## config.mk

```make
export PLATFORM = sky130hd
export DESIGN_NAME = tod_clock_core
export DESIGN_NICKNAME = d
export VERILOG_FILES = /design/src/rtl/tod_pkg.sv /design/src/rtl/tod_bcd_field.sv /design/src/rtl/tod_run_ctrl.sv /design/src/rtl/tod_chime.sv /design/src/rtl/tod_clock_core.sv
export SDC_FILE = /design/constraint.sdc
export NUM_CORES = 1
export LEC_CHECK = 0
export ABC_AREA = 1
export ABC_CLOCK_PERIOD_IN_PS = 2200
export BUFFER_PORTS_ARGS = -buffer_cell sky130_fd_sc_hd__buf_2
export CAP_MARGIN = 20
export CELL_PAD_IN_SITES_DETAIL_PLACEMENT = 0
export CELL_PAD_IN_SITES_GLOBAL_PLACEMENT = 1
export CORE_UTILIZATION = 43
export DETAILED_ROUTE_END_ITERATION = 7
export GPL_ROUTABILITY_DRIVEN = 0
export PLACE_DENSITY = 0.83
export SLEW_MARGIN = 0
export SYNTH_ARGS = -nofsm -noshare
export SYNTH_HDL_FRONTEND = slang
export SYNTH_SLANG_ARGS = --single-unit
```

## constraint.sdc

```tcl
create_clock -name clk_i -period 2.2 [get_ports clk_i]
set_input_delay 0.44 -clock clk_i [delete_from_list [all_inputs] [get_ports clk_i]]
set_output_delay 0.44 -clock clk_i [all_outputs]
set_load 0.03 [all_outputs]
```

## src/rtl/tod_pkg.sv

```systemverilog
package tod_pkg;
    localparam int unsigned DIGIT_W   = 4;
    localparam int unsigned DIGIT_MAX = 9;

    typedef logic [DIGIT_W-1:0] bcd_t;

    typedef struct packed {
        bcd_t tens;
        bcd_t units;
    } bcd_pair_t;

    localparam int unsigned SEC_WRAP_TENS  = 5;
    localparam int unsigned SEC_WRAP_UNITS = 9;
    localparam int unsigned MIN_WRAP_TENS  = 5;
    localparam int unsigned MIN_WRAP_UNITS = 9;
    localparam int unsigned HR_WRAP_TENS   = 2;
    localparam int unsigned HR_WRAP_UNITS  = 3;
endpackage

```

## src/rtl/tod_bcd_field.sv

```systemverilog
// Two-digit BCD field with a carrying step input and a non-carrying adjust input.
module tod_bcd_field
    import tod_pkg::*;
#(
    parameter int unsigned WRAP_TENS  = 5,
    parameter int unsigned WRAP_UNITS = 9
) (
    input  logic clk_i,
    input  logic rst_ni,
    input  logic clr_i,
    input  logic step_i,
    input  logic adj_i,
    output bcd_t tens_o,
    output bcd_t units_o,
    output logic carry_o
);
    bcd_pair_t val_d, val_q;
    logic      at_wrap, at_units_max, inc;

    always_comb begin
        at_wrap      = (val_q.tens == bcd_t'(WRAP_TENS)) && (val_q.units == bcd_t'(WRAP_UNITS));
        at_units_max = (val_q.units == bcd_t'(DIGIT_MAX));
        inc          = step_i || adj_i;
        val_d        = val_q;
        if (clr_i) begin
            val_d = '0;
        end else if (inc) begin
            if (at_wrap) begin
                val_d = '0;
            end else if (at_units_max) begin
                val_d.units = '0;
                val_d.tens  = val_q.tens + bcd_t'(1);
            end else begin
                val_d.units = val_q.units + bcd_t'(1);
            end
        end
    end

    always_ff @(posedge clk_i or negedge rst_ni) begin
        if (!rst_ni) val_q <= '0;
        else         val_q <= val_d;
    end

    assign tens_o  = val_q.tens;
    assign units_o = val_q.units;
    assign carry_o = step_i && at_wrap && !clr_i;

    assert_digit_legal_R3: assert property (@(posedge clk_i) disable iff (!rst_ni)
        (val_q.units <= bcd_t'(DIGIT_MAX)) && (val_q.tens <= bcd_t'(WRAP_TENS)));
    assert_units_roll_R3: assert property (@(posedge clk_i) disable iff (!rst_ni)
        (inc && !clr_i && at_units_max && !at_wrap) |=> (val_q.units == '0) &&
            (val_q.tens == $past(val_q.tens) + bcd_t'(1)));
    assert_hold_R2: assert property (@(posedge clk_i) disable iff (!rst_ni)
        !(step_i || adj_i || clr_i) |=> $stable(val_q));
    assert_wrap_zero_R5: assert property (@(posedge clk_i) disable iff (!rst_ni)
        (inc && at_wrap) |=> (val_q == '0));
    assert_clear_R8: assert property (@(posedge clk_i) disable iff (!rst_ni)
        clr_i |=> (val_q == '0));
endmodule

```

## src/rtl/tod_run_ctrl.sv

```systemverilog
// Run/stop toggle flop.
module tod_run_ctrl (
    input  logic clk_i,
    input  logic rst_ni,
    input  logic toggle_i,
    output logic run_o
);
    logic run_d, run_q;

    always_comb begin
        run_d = run_q;
        if (toggle_i) run_d = !run_q;
    end

    always_ff @(posedge clk_i or negedge rst_ni) begin
        if (!rst_ni) run_q <= 1'b0;
        else         run_q <= run_d;
    end

    assign run_o = run_q;

    assert_toggle_R9: assert property (@(posedge clk_i) disable iff (!rst_ni)
        toggle_i |=> (run_q != $past(run_q)));
    assert_keep_R9: assert property (@(posedge clk_i) disable iff (!rst_ni)
        !toggle_i |=> $stable(run_q));
endmodule

```

## src/rtl/tod_chime.sv

```systemverilog
// Hourly chime decode from the registered time.
module tod_chime
    import tod_pkg::*;
(
    input  logic run_i,
    input  bcd_t min_tens_i,
    input  bcd_t min_units_i,
    input  bcd_t sec_tens_i,
    input  bcd_t sec_units_i,
    output logic chime_o
);
    logic full_hour, even_sec;

    always_comb begin
        full_hour = (min_tens_i == '0) && (min_units_i == '0) && (sec_tens_i == '0);
        even_sec  = !sec_units_i[0];
        chime_o   = run_i && full_hour && even_sec;
    end
endmodule

```

## src/rtl/tod_clock_core.sv

```systemverilog
module tod_clock_core
    import tod_pkg::*;
(
    input  logic       clk_i,
    input  logic       rst_ni,
    input  logic       tick_i,
    input  logic       adj_hr_i,
    input  logic       adj_min_i,
    input  logic       adj_sec_i,
    input  logic       clear_i,
    input  logic       runstop_i,
    output logic [3:0] hr_tens_o,
    output logic [3:0] hr_units_o,
    output logic [3:0] min_tens_o,
    output logic [3:0] min_units_o,
    output logic [3:0] sec_tens_o,
    output logic [3:0] sec_units_o,
    output logic       chime_o
);
    logic run, sec_step, sec_carry, min_carry, hr_carry;
    bcd_t s_t, s_u, m_t, m_u, h_t, h_u;

    assign sec_step = tick_i && run;

    tod_run_ctrl u_run (
        .clk_i(clk_i), .rst_ni(rst_ni), .toggle_i(runstop_i), .run_o(run)
    );

    tod_bcd_field #(.WRAP_TENS(SEC_WRAP_TENS), .WRAP_UNITS(SEC_WRAP_UNITS)) u_sec (
        .clk_i(clk_i), .rst_ni(rst_ni), .clr_i(clear_i), .step_i(sec_step),
        .adj_i(adj_sec_i), .tens_o(s_t), .units_o(s_u), .carry_o(sec_carry)
    );

    tod_bcd_field #(.WRAP_TENS(MIN_WRAP_TENS), .WRAP_UNITS(MIN_WRAP_UNITS)) u_min (
        .clk_i(clk_i), .rst_ni(rst_ni), .clr_i(clear_i), .step_i(sec_carry),
        .adj_i(adj_min_i), .tens_o(m_t), .units_o(m_u), .carry_o(min_carry)
    );

    tod_bcd_field #(.WRAP_TENS(HR_WRAP_TENS), .WRAP_UNITS(HR_WRAP_UNITS)) u_hr (
        .clk_i(clk_i), .rst_ni(rst_ni), .clr_i(clear_i), .step_i(min_carry),
        .adj_i(adj_hr_i), .tens_o(h_t), .units_o(h_u), .carry_o(hr_carry)
    );

    tod_chime u_chime (
        .run_i(run), .min_tens_i(m_t), .min_units_i(m_u),
        .sec_tens_i(s_t), .sec_units_i(s_u), .chime_o(chime_o)
    );

    assign hr_tens_o   = h_t;
    assign hr_units_o  = h_u;
    assign min_tens_o  = m_t;
    assign min_units_o = m_u;
    assign sec_tens_o  = s_t;
    assign sec_units_o = s_u;

    assert_stopped_tick_R2: assert property (@(posedge clk_i) disable iff (!rst_ni)
        (tick_i && !run && !adj_sec_i && !clear_i) |=> ($stable(s_t) && $stable(s_u)));
    assert_no_carry_sec_R6: assert property (@(posedge clk_i) disable iff (!rst_ni)
        (adj_sec_i && !tick_i && !adj_min_i && !clear_i) |=> ($stable(m_t) && $stable(m_u)));
    assert_no_carry_min_R6: assert property (@(posedge clk_i) disable iff (!rst_ni)
        (!sec_carry && !adj_hr_i && !clear_i) |=> ($stable(h_t) && $stable(h_u)));
    assert_sec_rollover_R4: assert property (@(posedge clk_i) disable iff (!rst_ni)
        (sec_carry && !adj_min_i && !clear_i && !(m_t == 4'd5 && m_u == 4'd9))
            |=> ({m_t, m_u} != $past({m_t, m_u})));
    assert_hr_no_carry_R5: assert property (@(posedge clk_i) disable iff (!rst_ni)
        !hr_carry || (h_t == 4'd2 && h_u == 4'd3));
    assert_chime_run_R10: assert property (@(posedge clk_i) disable iff (!rst_ni)
        chime_o |-> run);
endmodule

```

==> flow_metrics.tcl, run 1 <==
set metrics [dict create \
    port_buffers 32 \
    grt_antenna_before_repair 0 \
    clock_sinks 25 \
    root_buffer "clkbuf_8" \
    area_growth_pct 15.2 \
    place_inst 278 \
    skew_ns 0.00725 \
    hold_violations 0 \
    vdd_ir_drop_max_mv 0.444 \
    rsz0062_at_grt "no" \
    first_global_vias 1332 \
    fin_crit_sh_pct 85.6 \
    cts-buffers-inserted 3 \
    timing.fmax_ghz 0.531 \
    start_kind "flip-flop" \
    track_usage_pct 17.9 \
    synth_area_sq_um 1620 \
    synth-edff-count 0 \
    rr_worst_depth 9 \
    drive_above_1_share_pct 21.6 \
    drt-pass1-iter-count 4 \
    clock_latency_ns 0.27 \
    critPathMaxFanout 5 \
    vias 1404 \
    grt_pass1_wl_um 5770 \
    maxCapViolCount 0 \
    postCtsHoldBufs 0 \
    worstMarginPinSlew_ns 0.568 \
    placed_area_sq_um 1820 \
    vias_per_cell 4.98 \
    grt_start_max_net_pins 26 \
    cts_resized 0 \
    finalSetupViolCount 0 \
    ys_seq_area_share_pct 38.7 \
    clk_pin_slew_worst_paths_ns 0.09 \
    post_cts_buffers 0 \
    core.rowCount 21 \
    pin_count 33 \
    cellLeakagePower_nw 0.995 \
    synth_top_area_cell "dfrtp_1" \
    final_util_pct 53.7 \
    syn_inst 203 \
    htreeDepth 1 \
    drt_iter0_drc 62 \
    fin_nets 258 \
    start_util_pct 46.6 \
    ys_types 27 \
    fin_area_sq_um 1860 \
    end_kind "output pin" \
    num_antenna_cells 0 \
    path_class "reg -> out" \
    yosysWarnings 0 \
    whs_ns 0.152 \
    worstHoldPathType "in -> async" \
    synth_top_area_share_pct 38.7 \
    cts_tree "done" \
    hpwl_um 2440 \
    routed_wl_um 3220 \
    status "finished clean" \
    async_flop_share_pct 100 \
    syn_nets 224 \
    slew_headroom_pct 62.2 \
    synth-seq-cells 25 \
    design.die.area_sq_um 4010 \
    grt_overflow 0 \
    core_sq_um 3470 \
    dieWidth_um 63.3 \
    cp.required_ns 1.76 \
    drc 0 \
    netlist_top_cells_area "dfrtp_1, nand2_1, ha_1, nand3_1, nor2_1" \
    arrival_ns 1.44 \
    synthFlopType "dfrtp_1" \
    clock_path_buffers 2 \
    synth.avg_cell_area_sq_um 7.96 \
    wl_per_cell_um 11.4 \
    maxSlewViolCount 0 \
    fin_setup_tns_ns 0 \
    final_cell_count_no_fill 282 \
    die_h_um 63.3 \
    ant_nets 0 \
    power.density_nw_per_um2 675 \
    fin_crit_ns 1.88 \
]
[worst max-delay path, stage by stage (launching register included)]
cell	delay, ns
dfrtp_1	0.43
inv_1	0.11
ha_1	0.16
nand3_1	0.08
nor3_1	0.17
buf_2	0.23
[routing by layer]
metal	up-vias	wire (um)	global-route usage (%)
met4	0	56	5.11
met5	-	0	0
met3	9	129	3.62
li1	726	-	-
met1	638	1620	24.2
met2	31	1410	28.8
[per-stage QoR]
stage	setup WS (ns)	power (mW)
detailed placement	0.539	0.997
global placement	0.544	0.995
finish	0.317	1.26
floorplan	0.201	0.880
global route	0.244	1.34
CTS	0.303	1.28
[synth_stat cells (2+ instances only)]
cell type and number:
a21oi_1 2, nand2_4 2, ha_1 13, nor2_1 20, inv_2 5, nand3_1 26, dfrtp_1 25, o21ai_1 4
inv_1 19, xor2_1 8, nand4_1 10, nor3_1 3, nand2_1 44, buf_2 2, nor2_4 3, o21ai_0 6
[power breakdown]
part	internal (mW)	leakage (nW)	switching (mW)	total [mW]
Combinational	0.127	0.639	0.260	0.388
Sequential	0.516	0.333	0.0781	0.594
Clock	0.130	0.0228	0.145	0.274
Total	0.773	0.995	0.483	1.26
[worst paths after layout]
path	slack (ns)	start	end
min in group clk_i	0.34	runstop_i	u_run.run_o
max in group asynchronous	1.67	rst_ni	u_min.tens_o[2]
setup / recovery	0.32	u_sec.tens_o[0]	chime_o
hold reg to reg	0.52	u_min.tens_o[3]	u_min.tens_o[3]
setup reg to reg	0.54	u_sec.tens_o[1]	u_min.tens_o[3]
hold / removal	0.15	rst_ni	u_sec.units_o[1]
[state kept, by name, summed over array words and instances (netlist names)]
| register | flops |
|---|---|
| u_run.run_o | 1 |
| u_hr.units_o | 4 |
| u_sec.units_o | 4 |
| u_sec.tens_o | 4 |
| u_hr.tens_o | 4 |
| u_min.units_o | 4 |
| u_min.tens_o | 4 |
[area by class of cell]
cell class                      instances  area (sq um)
Fill cell                             363          1610
Multi-Input combinational cell        151           883
Sequential cell                        25           626
Timing Repair Buffer                   32           160
Inverter                               24          90.1
Tap cell                               46          57.6
Clock buffer                            4          45.0
[kinds of logic after synthesis]
kind of cell	synth area share, %
and+or+nand+nor	35.0
buffers and inverters	6.66
DFF	38.7
AOI/OAI and AO/OA	4.72
adders and majority gates	10.1
xor gates and xnor gates	4.88
[layout by cell type (no fill, tap or decap), types with 2 or more instances in the layout]
cell type	netlist	layout
nand4_1	10	10
nor3_1	3	3
o21ai_1	4	4
inv_2	5	5
nor2_4	3	3
nand3_1	26	26
clkbuf_8	0	3
o21ai_0	6	6
nand2_1	44	44
dfrtp_1	25	25
xor2_1	8	8
a21oi_1	2	2
ha_1	13	13
nor2_1	20	20
buf_2	2	32
inv_1	19	19
nand2_4	2	2
Note: power is estimated with default switching activity, not from simulation.
==> run 2, diff against run 1 <==
REMOVE_ABC_BUFFERS = 1   (was unset)
==> run 2 against run 1 <==
Compared with the run above:
- sequential share of layout area hardly changed
- cell count stayed put
- register-to-register slack better by 0.02 ns
- power is 0.40% lower
- core utilization hardly changed
- non-clock buffer count stayed put
- die area stayed put
- global-route usage is 0.21 points higher
- hold slack worse by 0.0020 ns
- clock-buffer cell count is 1 lower
- largest cell class unchanged
==> flow_metrics.tcl, run 2 (same netlist as run 1, synthesis figures left out) <==
set metrics [dict create \
    end_kind "output pin" \
    core.rowCount 21 \
    p_sw_share_pct 38.5 \
    power.density_nw_per_um2 672 \
    slew_headroom_pct 63.6 \
    wl_per_cell_um 11.4 \
    critPathSlowestCell "dfrtp_1" \
    clock_path_buffers 2 \
    clk_pin_slew_worst_paths_ns 0.09 \
    root_buffer "clkbuf_8" \
    first_global_vias 1286 \
    rsz0062_at_grt "no" \
    worstHoldPathType "in -> async" \
    skew_ns 0.00701 \
    clock_sinks 25 \
    grt_start_max_net_pins 26 \
    top_usage_layer "met2" \
    fin_setup_tns_ns 0 \
    finalSetupViolCount 0 \
    maxCapViolCount 0 \
    hpwl_um 2480 \
    worstMarginPinSlew_ns 0.545 \
    status "finished clean" \
    routed_wl_um 3210 \
    cp.required_ns 1.76 \
    switchingPower_mw 0.482 \
    max_stage_delay_ns 0.43 \
    mostFrequentLayoutCell "nand2_1" \
    seq_power_share_pct 47.9 \
    layout_common_cells "nand2_1, buf_2, nand3_1" \
    cellLeakagePower_nw 0.998 \
    arrival_ns 1.46 \
    ant_nets 0 \
    track_usage_pct 18.1 \
    grt_pass1_wl_um 5790 \
    use_met1_pct 25.3 \
    pin_count 33 \
    grt_antenna_before_repair 0 \
    drc 0 \
    postCtsHoldBufs 0 \
    start_util_pct 46.6 \
    drt-pass1-iter-count 4 \
    drive_above_1_share_pct 22.0 \
    vias_per_cell 4.87 \
    grtUsageMet2_pct 30.1 \
    design.die.area_sq_um 4010 \
    cts-buffers-inserted 3 \
    worst-path-buf-inv 2 \
    fillers 365 \
    hold_violations 0 \
    drt_iter0_drc 53 \
    cpLargestDelayFamily "flip-flops" \
    vias 1374 \
    path_class "reg -> out" \
    vdd_ir_drop_max_mv 0.281 \
    p_clk_share_pct 21.2 \
    cts_resized 0 \
    fin_crit_ns 1.90 \
    die_h_um 63.3 \
    core_sq_um 3470 \
    dieWidth_um 63.3 \
    cts_tree "done" \
    clock_latency_ns 0.26 \
    timing.fmax_ghz 0.527 \
    post_cts_buffers 0 \
    num_antenna_cells 0 \
    path_cells "inv_1, ha_1, nand3_1, nor3_1, buf_2" \
    whs_ns 0.150 \
    fin_crit_sh_pct 86.3 \
    met3_usage_pct 2.17 \
    port_buffers 32 \
    final_util_pct 53.7 \
    critPathMaxFanout 5 \
    p_int_mw 0.770 \
    area_growth_pct 15.2 \
    combPwrFrac_pct 30.9 \
    fin_nets 258 \
    grt_overflow 0 \
    htreeDepth 1 \
    start_kind "flip-flop" \
    maxSlewViolCount 0 \
]
-- run 2: worst paths after layout --
kind	start	end	slack, ns	cells past startpoint
worst max-delay path	u_sec.tens_o[0]	chime_o	0.30	5
worst min-delay path	rst_ni	u_min.units_o[3]	0.15	1
worst max register to register	u_sec.tens_o[1]	u_min.tens_o[2]	0.56	9
worst min register to register	u_min.tens_o[3]	u_min.tens_o[3]	0.51	2
max in group asynchronous	rst_ni	u_hr.tens_o[3]	1.68	1
min in group clk_i	runstop_i	u_run.run_o	0.35	2
-- run 2: power groups by stage --
| stage | registers [mW] | logic (mW) | clock network (mW) |
|---|---|---|---|
| 6_report | 0.599 | 0.387 | 0.265 |
| 5_1_grt | 0.613 | 0.436 | 0.301 |
| 4_1_cts | 0.599 | 0.394 | 0.275 |
| 3_5_place_dp | 0.609 | 0.392 | 0 |
| 3_3_place_gp | 0.608 | 0.390 | 0 |
| 2_1_floorplan | 0.688 | 0.187 | 0 |
-- run 2: layout make-up --
cell class | instances | area (sq um) | share of cell area, %
multi-input combinational | 151 | 883 | 47.4
clock inverter | 1 | 5.00 | 0.269
tap | 46 | 57.6 | 3.09
clock buffer | 3 | 41.3 | 2.22
timing repair buffer | 32 | 160 | 8.60
inverter | 24 | 90.1 | 4.84
sequential | 25 | 626 | 33.6
-- run 2: per-layer routing --
| metal | vias up | share of wire (%) |
|---|---|---|
| met5 | - | 0 |
| met4 | 0 | 0.62 |
| met3 | 2 | 2.2 |
| met2 | 17 | 47 |
| met1 | 626 | 50 |
| li1 | 729 | - |
-- run 2: stage by stage --
| step | setup WS [ns] | instance area [sq um] | std cells | total power [mW] |
|---|---|---|---|---|
| 6_report | 0.301 | 1860 | 282 | 1.25 |
| 3_3_place_gp | 0.562 | 1820 | 278 | 0.998 |
| 4_1_cts | 0.303 | 1860 | 282 | 1.27 |
| 2_1_floorplan | 0.201 | 1600 | 200 | 0.876 |
| 5_1_grt | 0.190 | 1860 | 282 | 1.35 |
| 3_5_place_dp | 0.560 | 1820 | 278 | 1.00 |
==> run 3, diff against run 2 <==
CORE_MARGIN = 2   (was unset)
REMOVE_ABC_BUFFERS = unset   (was 1)
==> run 3 against run 2 <==
Compared with the run above:
- via count down 1.0%
- hold slack got worse by 0.0021 ns
- clock power rose by 4%
- critical endpoint unchanged
- largest power group unchanged
- highest routed layer unchanged
==> flow_metrics.tcl, run 3 (same netlist as run 1, synthesis figures left out) <==
set metrics [dict create \
    status "finished clean" \
    end_kind "output pin" \
    power.density_nw_per_um2 677 \
    cpLargestDelayFamily "flip-flops" \
    drt_iter0_drc 45 \
    path_class "reg -> out" \
    seq_power_share_pct 47.5 \
    area_growth_pct 15.4 \
    vias 1360 \
    grt_overflow 0 \
    fin_area_sq_um 1870 \
    p_sw_share_pct 39.0 \
    cts_tree "done" \
    cts_resized 0 \
    timing.fmax_ghz 0.502 \
    clock_path_buffers 2 \
    max_stage_delay_ns 0.46 \
    maxCapViolCount 0 \
    p_int_mw 0.770 \
    ant_nets 0 \
    grt_pass1_wl_um 5620 \
    die_h_um 65.3 \
    worst-path-buf-inv 2 \
    fin_crit_sh_pct 90.5 \
    vdd_ir_drop_max_mv 0.348 \
    core_sq_um 3630 \
    start_util_pct 44.5 \
    arrival_ns 1.55 \
    first_global_vias 1287 \
    root_buffer "clkbuf_8" \
    dieWidth_um 65.3 \
    skew_ns 0.00450 \
    vias_per_cell 4.79 \
    fin_crit_ns 1.99 \
    htreeDepth 1 \
    post_cts_buffers 0 \
    hpwl_um 2500 \
    cp.required_ns 1.76 \
    drc 0 \
    postCtsHoldBufs 0 \
    rsz0062_at_grt "no" \
    slew_headroom_pct 63.0 \
    cellLeakagePower_nw 0.998 \
    clock_sinks 25 \
    place_inst 280 \
    grt_antenna_before_repair 0 \
    start_kind "flip-flop" \
    layout_common_cells "nand2_1, buf_2, nand3_1" \
    drive_above_1_share_pct 22.0 \
    hold_violations 0 \
    path_cells "inv_1, ha_1, nand3_1, nor3_1, buf_2" \
    pin_count 33 \
    design.die.area_sq_um 4270 \
    num_antenna_cells 0 \
    placed_area_sq_um 1820 \
    final_cell_count_no_fill 284 \
    finalSetupViolCount 0 \
    fin_setup_tns_ns 0 \
    routed_wl_um 3220 \
    fin_nets 258 \
    switchingPower_mw 0.493 \
    worstHoldPathType "in -> async" \
    worstMarginPinSlew_ns 0.555 \
    clk_pin_slew_worst_paths_ns 0.09 \
    final_util_pct 51.3 \
    drt-pass1-iter-count 4 \
    port_buffers 32 \
    p_clk_share_pct 21.8 \
    cts-buffers-inserted 3 \
    critPathMaxFanout 6 \
    grt_start_max_net_pins 26 \
    critPathSlowestCell "dfrtp_1" \
    combPwrFrac_pct 30.6 \
    clock_latency_ns 0.27 \
    track_usage_pct 16.6 \
    core.rowCount 22 \
    maxSlewViolCount 0 \
    wl_per_cell_um 11.4 \
    mostFrequentLayoutCell "nand2_1" \
]
[run 3: cell counts in the layout (fill, tap and decap cells not counted)]
Identical to the previous run, type by type.
[run 3: path summary, 6_finish.rpt]
path                                 start               to  slack [ns]  cells past startpoint
max in group asynchronous           rst_ni  u_sec.tens_o[2]        1.68                      1
max                        u_min.tens_o[0]          chime_o        0.21                      5
min                                 rst_ni  u_hr.units_o[0]        0.15                      1
max reg2reg                u_sec.tens_o[1]  u_min.tens_o[1]        0.57                      9
min in group clk_i               runstop_i      u_run.run_o        0.35                      2
min reg2reg                u_min.tens_o[3]  u_min.tens_o[3]        0.53                      2
[run 3: layout make-up]
type | count | area (sq um)
tap | 48 | 60.1
sequential | 25 | 626
clock inverter | 1 | 5.00
inverter | 24 | 90.1
timing repair buffer | 32 | 160
multi-input combinational | 151 | 883
clock buffer | 3 | 41.3
fill | 369 | 1770
[run 3: power by group through the flow]
stage	clock, mW	sequential (mW)	combinational, mW
after floorplan	0	0.688	0.192
after global placement	0	0.610	0.389
after detailed placement	0	0.609	0.391
after CTS	0.288	0.600	0.393
after global routing	0.305	0.612	0.433
final	0.276	0.600	0.387
[run 3: worst reg2reg max path, stage by stage, from the launching register on]
cell     delay, ns
dfrtp_1       0.41
inv_1         0.10
ha_1          0.15
nand3_1       0.13
inv_1         0.08
nand4_1       0.07
nand2_1       0.28
nand2_1       0.17
nand2_1       0.09
nand2_1       0.05
[run 3: stage by stage]
step	hold WS (ns)	power [mW]	setup slack, ns
5_1_grt	0.195	1.35	0.122
3_3_place_gp	0.467	0.999	0.550
6_report	0.148	1.26	0.209
4_1_cts	0.169	1.28	0.220
3_5_place_dp	0.471	1.00	0.527
2_1_floorplan	0.144	0.880	0.201
[run 3: layer usage]
| metal | vias up | share of wire (%) | wire length (um) | GRT usage (%) |
|---|---|---|---|---|
| met2 | 19 | 47 | 1510 | 29.7 |
| met5 | - | 0 | 0 | 0 |
| met4 | 0 | 0.65 | 21 | 4.69 |
| met3 | 2 | 2.6 | 84 | 2.05 |
| met1 | 610 | 50 | 1610 | 21.1 |
| li1 | 729 | - | - | - |
